`src/rtl/mc_pkg.sv`:
```
`timescale 1ns/1ps
package mc_pkg;

    localparam int MODE_W = 6;

    // Mode bits, LSB first: polarity, clock mode, type, edge, output path, feedback
    typedef struct packed {
        logic fb_pin;
        logic out_reg;
        logic neg_edge;
        logic toggle;
        logic async_clk;
        logic invert;
    } mc_mode_t;

endpackage

```
`src/rtl/mc_and_array.sv`:
```
`timescale 1ns/1ps
module mc_and_array #(
    parameter int ARR_W     = 5,
    parameter int NUM_TERMS = 10,
    localparam int TERM_W   = 2 * ARR_W,
    localparam int MASK_W   = NUM_TERMS * TERM_W
) (
    input  logic [MASK_W-1:0]    mask_i,
    input  logic [ARR_W-1:0]     lit_i,
    output logic [NUM_TERMS-1:0] term_o
);

    for (genvar t = 0; t < NUM_TERMS; t++) begin : g_term
        logic [TERM_W-1:0] m;
        logic [ARR_W-1:0]  pass;
        assign m = mask_i[t*TERM_W +: TERM_W];
        for (genvar j = 0; j < ARR_W; j++) begin : g_lit
            // true-form select needs a 1, complement select needs a 0
            assign pass[j] = (~m[2*j] | lit_i[j]) & (~m[2*j+1] | ~lit_i[j]);
        end
        // an empty term is forced low rather than reading as all-pass
        assign term_o[t] = (|m) & (&pass);
    end

endmodule

```
`src/rtl/mc_sum.sv`:
```
`timescale 1ns/1ps
module mc_sum #(
    parameter int NUM_SUM = 8
) (
    input  logic [NUM_SUM-1:0] term_i,
    input  logic               invert_i,
    output logic               sum_o
);

    logic raw;

    always_comb begin
        raw = 1'b0;
        for (int k = 0; k < NUM_SUM; k++) begin
            raw = raw | term_i[k];
        end
        sum_o = raw ^ invert_i;
    end

endmodule

```
`src/rtl/mc_store.sv`:
```
`timescale 1ns/1ps
module mc_store (
    input  logic clk_i,
    input  logic rst_ni,
    input  logic toggle_i,
    input  logic neg_edge_i,
    input  logic src_i,
    input  logic d_i,
    input  logic clr_i,
    output logic q_o
);

    typedef struct packed {
        logic bit_v;
        logic src_prev;
    } store_t;

    store_t st_d, st_q;
    logic   evt;

    always_comb begin
        st_d = st_q;
        evt  = neg_edge_i ? (st_q.src_prev & ~src_i) : (~st_q.src_prev & src_i);
        st_d.src_prev = src_i;
        if (clr_i) begin
            st_d.bit_v = 1'b0;
        end else if (evt) begin
            st_d.bit_v = toggle_i ? (st_q.bit_v ^ d_i) : d_i;
        end
        if (!rst_ni) begin
            st_d = '0;
        end
    end

    always_ff @(posedge clk_i) begin
        st_q <= st_d;
    end

    assign q_o = st_q.bit_v;

    AST_CLEAR_WINS: assert property (@(posedge clk_i) disable iff (!rst_ni)
        clr_i |=> !q_o);

    AST_QUIET_HOLDS: assert property (@(posedge clk_i) disable iff (!rst_ni)
        (!clr_i && (src_i == st_q.src_prev)) |=> $stable(q_o));

    AST_D_CAPTURE: assert property (@(posedge clk_i) disable iff (!rst_ni)
        (!clr_i && !toggle_i && evt) |=> (q_o == $past(d_i)));

endmodule

```
`src/rtl/pld_macrocell.sv`:
```
`timescale 1ns/1ps
module pld_macrocell
    import mc_pkg::*;
#(
    parameter int NUM_IN  = 4,
    parameter int NUM_SUM = 8,
    localparam int ARR_W  = NUM_IN + 1,
    localparam int NT     = NUM_SUM + 2,
    localparam int MASK_W = NT * 2 * ARR_W,
    localparam int CFG_W  = MASK_W + MODE_W
) (
    input  logic              clk_i,
    input  logic              rst_ni,
    input  logic [CFG_W-1:0]  cfg_i,
    input  logic [NUM_IN-1:0] in_i,
    input  logic              gclk_i,
    input  logic              pin_i,
    output logic              pin_o,
    output logic              pin_oe_o,
    output logic              fb_o
);

    localparam int AUX_T = NUM_SUM;
    localparam int CLR_T = NUM_SUM + 1;

    typedef struct packed {
        mc_mode_t          mode;
        logic [MASK_W-1:0] mask;
    } cfg_t;

    cfg_t cfg_d, cfg_q;

    always_comb begin
        cfg_d = cfg_q;
        if (!rst_ni) begin
            cfg_d = cfg_t'(cfg_i);
        end
    end

    always_ff @(posedge clk_i) begin
        cfg_q <= cfg_d;
    end

    logic [NT-1:0]    term;
    logic [ARR_W-1:0] lit;
    logic             sum_pol;
    logic             q;
    logic             fb;
    logic             src;

    assign fb  = cfg_q.mode.fb_pin ? pin_i : q;
    assign lit = {fb, in_i};
    assign src = cfg_q.mode.async_clk ? term[AUX_T] : gclk_i;

    mc_and_array #(
        .ARR_W     (ARR_W),
        .NUM_TERMS (NT)
    ) u_array (
        .mask_i (cfg_q.mask),
        .lit_i  (lit),
        .term_o (term)
    );

    mc_sum #(
        .NUM_SUM (NUM_SUM)
    ) u_sum (
        .term_i   (term[NUM_SUM-1:0]),
        .invert_i (cfg_q.mode.invert),
        .sum_o    (sum_pol)
    );

    mc_store u_store (
        .clk_i      (clk_i),
        .rst_ni     (rst_ni),
        .toggle_i   (cfg_q.mode.toggle),
        .neg_edge_i (cfg_q.mode.neg_edge),
        .src_i      (src),
        .d_i        (sum_pol),
        .clr_i      (term[CLR_T]),
        .q_o        (q)
    );

    assign pin_o    = cfg_q.mode.out_reg ? q : sum_pol;
    assign pin_oe_o = cfg_q.mode.async_clk ? 1'b1 : term[AUX_T];
    assign fb_o     = fb;

    AST_CFG_FROZEN: assert property (@(posedge clk_i) disable iff (!rst_ni)
        $past(rst_ni) |-> $stable(cfg_q));

    AST_ASYNC_OE_ON: assert property (@(posedge clk_i) disable iff (!rst_ni)
        cfg_q.mode.async_clk |-> pin_oe_o);

endmodule

```
`config.mk`:
```
export PLATFORM = sky130hd
export DESIGN_NAME = pld_macrocell
export DESIGN_NICKNAME = d
export VERILOG_FILES = /design/src/rtl/mc_pkg.sv /design/src/rtl/mc_and_array.sv /design/src/rtl/mc_sum.sv /design/src/rtl/mc_store.sv /design/src/rtl/pld_macrocell.sv
export SDC_FILE = /design/constraint.sdc
export NUM_CORES = 1
export LEC_CHECK = 0
export BUFFER_PORTS_ARGS = -buffer_cell sky130_fd_sc_hd__buf_2
export CAP_MARGIN = 0
export CORE_MARGIN = 2
export CORE_UTILIZATION = 50
export CTS_CLUSTER_SIZE = 10
export DETAILED_ROUTE_END_ITERATION = 8
export HOLD_SLACK_MARGIN = 0.05
export MAX_ROUTING_LAYER = met4
export PLACE_DENSITY_LB_ADDON = 0.2
export SLEW_MARGIN = 25
export SYNTH_ARGS = -nofsm -noshare
export SYNTH_HDL_FRONTEND = slang
export SYNTH_SLANG_ARGS = --single-unit
```
`constraint.sdc`:
```
create_clock -name clk_i -period 8.2 [get_ports clk_i]
set_input_delay 0.41 -clock clk_i [delete_from_list [all_inputs] [get_ports clk_i]]
set_output_delay 0.41 -clock clk_i [all_outputs]
set_load 0.02 [all_outputs]
```
* Word level (Yosys, flattened, before mapping)
Index checks and enable logic that the tools add are counted.
** Storage, ports and cells
- Register bits :: 108
- Input port bits :: 114
** Operators by class
- Bitwise logic cells :: 279
- Reductions and logical operators :: 21
- Multiplexer cells :: 6
** Operators with widths (number)
- $not A1 Y1 :: 108
- $or A1 B1 Y1 :: 107
- $reduce_or A10 Y1 :: 10
- $and A1 B1 Y1 :: 62
- $reduce_and A5 Y1 :: 10
- $mux W1 :: 6
- $reduce_or A2 Y1 :: 1
- $xor A1 B1 Y1 :: 2

* Longest topological paths before layout
- Word-level depth :: 16
- Gate-level depth with buffers :: 9

* Modules after synthesis
Synthesis repeated with hierarchy kept, for this count alone.
** Unflattened totals
- Cells, all modules :: 234
- Area total of the unflattened synthesis :: 4332.9 um^2
** By module, submodules not included
- pld_macrocell :: area an instance 3234.4 um^2, seq. area each 3183.1 um^2, instances 1, cells an instance 111
- mc_and_array :: area an instance 965.9 um^2, seq. area each 0.0 um^2, instances 1, cells an instance 106
- mc_store :: area an instance 107.6 um^2, seq. area each 40.0 um^2, instances 1, cells an instance 13
- mc_sum :: area an instance 25.0 um^2, seq. area each 0.0 um^2, instances 1, cells an instance 4

* Least setup slack after synthesis
OpenSTA, ideal clock, no wires.
- Path kind :: input to register
- Start point :: input port rst_ni
- End point :: register u_store.st_q (netlist bit u_store.q_o)
- Stages on the path :: 5
- Slack :: 5.103 ns
- Arrival time :: 2.974 ns
- Buffers on the path :: 0
- Data required time :: 8.077 ns
- Cells stage by stage :: inv_1 a21oi_4 o2111ai_1 o311a_1 nand3_1
** On the way
- Cells in the longest elaborated chain, start to end :: 2
** Ends and longest elaborated chain
- start: declaration :: RTL line pld_macrocell.sv:13 : input logic rst_ni,
- $not A1 Y1 (no line)
- $reduce_or A2 Y1 (no line)
- end signal: assignment :: RTL line mc_store.sv:36 : st_q <= st_d;
- end: declaration :: RTL line mc_store.sv:18 : store_t st_d, st_q;
No other way between the ends.
A chain may end at the register's enable or synchronous reset.

* Worst setup path after layout
- Start point :: register cfg_q[105] in the netlist's numbering
- End point :: output port pin_o
** On the way
- Cells in the longest elaborated chain, start to end :: 15
** Ends and longest elaborated chain
- start: declaration :: RTL line pld_macrocell.sv:31 : cfg_t cfg_d, cfg_q;
- start signal: assignment :: RTL line pld_macrocell.sv:41 : cfg_q <= cfg_d;
- $mux W1 * :: RTL line pld_macrocell.sv:51 : assign fb = cfg_q.mode.fb_pin ? pin_i : q;
- $not A1 Y1 :: RTL line mc_and_array.sv:19 : assign pass[j] = (~m[2*j] | lit_i[j]) & (~m[2*j+1] | ~lit_i[j]);
- $or A1 B1 Y1 :: RTL line mc_and_array.sv:19
- $and A1 B1 Y1 :: RTL line mc_and_array.sv:19
- $reduce_and A5 Y1 :: RTL line mc_and_array.sv:22 : assign term_o[t] = (|m) & (&pass);
- $and A1 B1 Y1 :: RTL line mc_and_array.sv:22
- $or A1 B1 Y1 (6 in series) :: RTL line mc_sum.sv:15 : raw = raw | term_i[k];
- $or A1 B1 Y1 * :: RTL line mc_sum.sv:15
- $xor A1 B1 Y1 * :: RTL line mc_sum.sv:17 : sum_o = raw ^ invert_i;
- $mux W1 * :: RTL line pld_macrocell.sv:83 : assign pin_o = cfg_q.mode.out_reg ? q : sum_pol;
- end: declaration :: RTL line pld_macrocell.sv:18 : output logic pin_o,
Mark *: on every way between the ends. The rest lies on a longest branch, timed or not.

==> metrics.md <==
| Metric | Value |
|---|---|
| Primary FF master, synth | `edfxtp_1` |
| RSZ-0062 raised after global routing | `false` |
| Starting density of the core | `0.523` |
| Share of layout cells above drive strength 1 | `0.381` |
| Post-DRT Antenna Nets | `0` |
| Cells after Synth | `roughly 250` |
| First-pass GRT wire length | `between 10000 and 15000 µm` |
| DRT Wirelength | `8260 µm` |
| Hold path cells | `1` |
| Core Region | `8300 µm²` |
| Startpoint types | `flip-flop` |
| Largest net degree at the start of global routing | `66` |
| Clock skew | `between 0.015 and 0.02 ns` |
| CP max stage cell | `mux2i_4` |
| Syn. warnings | `0` |
| H-tree levels | `3` |
| Num rows | `33` |
| Worst-path cell chain | `mux2i_4, and2b_1, a2111oi_1, a2111o_1, or2_4, xnor2_1, o21ai_1, buf_2` |
| Max-cap violations | `0` |
| Die area | `about 9400 µm²` |
| Relative slew slack | `0.466` |
| Routability Congestion | `0.769` |
| DRT iter0 DRCs | `around 90` |
| Post-DP HPWL | `5740 µm` |
| Post-Syn Nets | `360` |
| Synth Area per Inst | `17.6 µm²` |
| Seq/Total Area, Yosys | `0.743` |
| Die width | `97.1 µm` |
| Maximum VDD drop | `around 0.00013 V` |
| TNS Setup | `0 ns` |
| # hold bufs at CTS | `0` |
| CP endpoint kind | `output pin` |
| TritonCTS Sinks | `108` |
| Area Growth Syn to Fin | `20.2%` |
| Vias in the first global route | `around 2600` |
| Seq cells post-synth | `108` |
| Slowest Stage Delay on Critical Path | `between 0.5 and 0.6 ns` |
| Register-to-Register Path Depth | `7` |
| Synth top area share | `0.734` |
| Clk_lat worst skew | `between 0.3 and 0.4 ns` |
| Commonest non-fill, non-tap cell in the layout | `buf_2` |
| CP max FO | `15` |
| Wire per inst | `17.3 µm` |
| Clock buffer count from CTS | `9` |
| Mapped Area | `4340 µm²` |
| Reg area | `approximately 3200 µm²` |
| Reg-to-reg setup timing slack | `5.72 ns` |
| Area of the multi-input gates | `1070 µm²` |
| Synth top area cells | `edfxtp_1 (73%), mux2i_1 (11%), nor4_1 (2.3%)` |
| Via count | `2604` |
| Total power draw | `1.09 mW` |
| Pwr dens | `209 nW/µm²` |
| Synth unique cells | `39` |
| Commonest cells after routing, fill and taps aside | `buf_2 (116), edfxtp_1 (106), mux2i_1 (47)` |
| Initial antenna violation count | `0` |
| Post CTS Setup Buffer Count | `0` |
| First-pass iteration count of the detailed router | `4` |
| Area leader, netlist | `edfxtp_1` |
| Tcrit/Tclk final | `0.393` |
| Run status | `finished clean` |
| Total grt overflow | `0` |
| Cell area after layout | `about 5200 µm²` |
| # resized after CTS | `0` |
| Final Net Count | `482` |
| GRT Total Usage | `0.184` |
| Tightest Hold Check Type | `primary input to flip-flop` |
| Hold WS | `0.204 ns` |
| Critical Path RT | `7.79 ns` |
| I/O pins | `117` |
| Number of antenna cells inserted | `0` |
| Port bufs | `roughly 120` |
| Final Hold Violating Endpoints | `0` |
| Worst Path Arrival | `2.81 ns` |
| Placed Area | `5020 µm²` |
| Period minus WS final | `3.22 ns` |
| Async set-reset flop share out of synthesis | `0` |
| CTS max path bufs | `2` |
| CP Class | `flip-flop to output pin` |
| # fillers | `636` |
| Vias per std cell | `about 5.4` |
| # DRC | `0` |
| Actual slew at the worst max-slew pin | `0.801 ns` |
| CTS tree | `built` |
| Final slew viol count | `0` |
| Setup violations, final | `0` |
| Clock Tree Root | `clkbuf_8` |
| LEAKAGE | `2.05 nW` |
| Clk pin slew, worst setup/hold paths | `0.11 ns` |
| Die H | `around 100 µm` |
| EDFF count, synth | `~110` |
| Peak Freq | `310 MHz` |
## synth_stat cells (2+ instances only)
master       n
edfxtp_1   106
mux2i_1     47
nor4_1      16
nand2_1      6
nand4_1      6
nor2_1       6
and4_1       5
buf_2        5
or4_1        5
nand3_1      4
o311ai_0     4
and2b_1      3
a2111oi_1    2
a31oi_1      2
dfxtp_1      2
inv_1        2
nand4b_1     2
nor2b_1      2
## kinds of logic (layout without fill, tap and decap cells)
kind of cell | count (synthesis) | after routing | synth area share
xor gates and xnor gates | 1 | 1 | 0.00202
buffers and inverters | 8 | 135 | 0.0101
and+or+nand+nor | 62 | 62 | 0.0918
AOI/OAI and AO/OA | 19 | 19 | 0.0392
muxes | 48 | 48 | 0.114
DFF | 108 | 108 | 0.743
## layout make-up
type	instances	share of cell area
clock buffers	9	0.0238
inverters	2	0.00192
multi-input cells	130	0.205
flip-flops and latches	108	0.618
clock inverters	7	0.0127
well taps	105	0.0252
repair buffers	117	0.113
## worst max-delay path: cells and delay by family (launching register included)
family          cells  cell delay (ns)
mux                 1             0.58
xor+xnor            1             0.07
buf+inv             1             0.17
simple gates        2             0.40
compound gates      3             0.82
flops               1             0.39
## stage by stage
step	instances	worst slack, ns	utilization
finish	478	4.98	0.628
global route	478	4.74	0.628
CTS	478	4.87	0.628
detailed placement	462	5.22	0.605
global placement	462	5.30	0.605
floorplan	246	5.10	-
## where the power goes
group	switching, mW	internal [mW]
Clock	0.190	0.118
Sequential	0.0236	0.656
Combinational	0.0505	0.0495
## flip-flops by register name, summed over array words and instances (netlist names)
name,count
cfg_q,106
u_store.st_q,1
u_store.q_o,1
## routing by layer
layer | global-route usage | wire length [µm] | vias up
met5 | - | 0 | -
met4 | 0.0390 | 68 | 0
met3 | 0.0547 | 440 | 10
met2 | 0.301 | 4200 | 79
met1 | 0.229 | 3550 | 1246
li1 | - | - | 1269
## path summary, 6_finish.rpt
kind | startpoint | to
setup / recovery | cfg_q[105] | pin_o
hold / removal | cfg_i[73] | cfg_q[73]
hold reg to reg | u_store.q_o | u_store.q_o
setup reg to reg | cfg_q[65] | u_store.q_o
No activity file was read; power rests on OpenSTA's default activity.
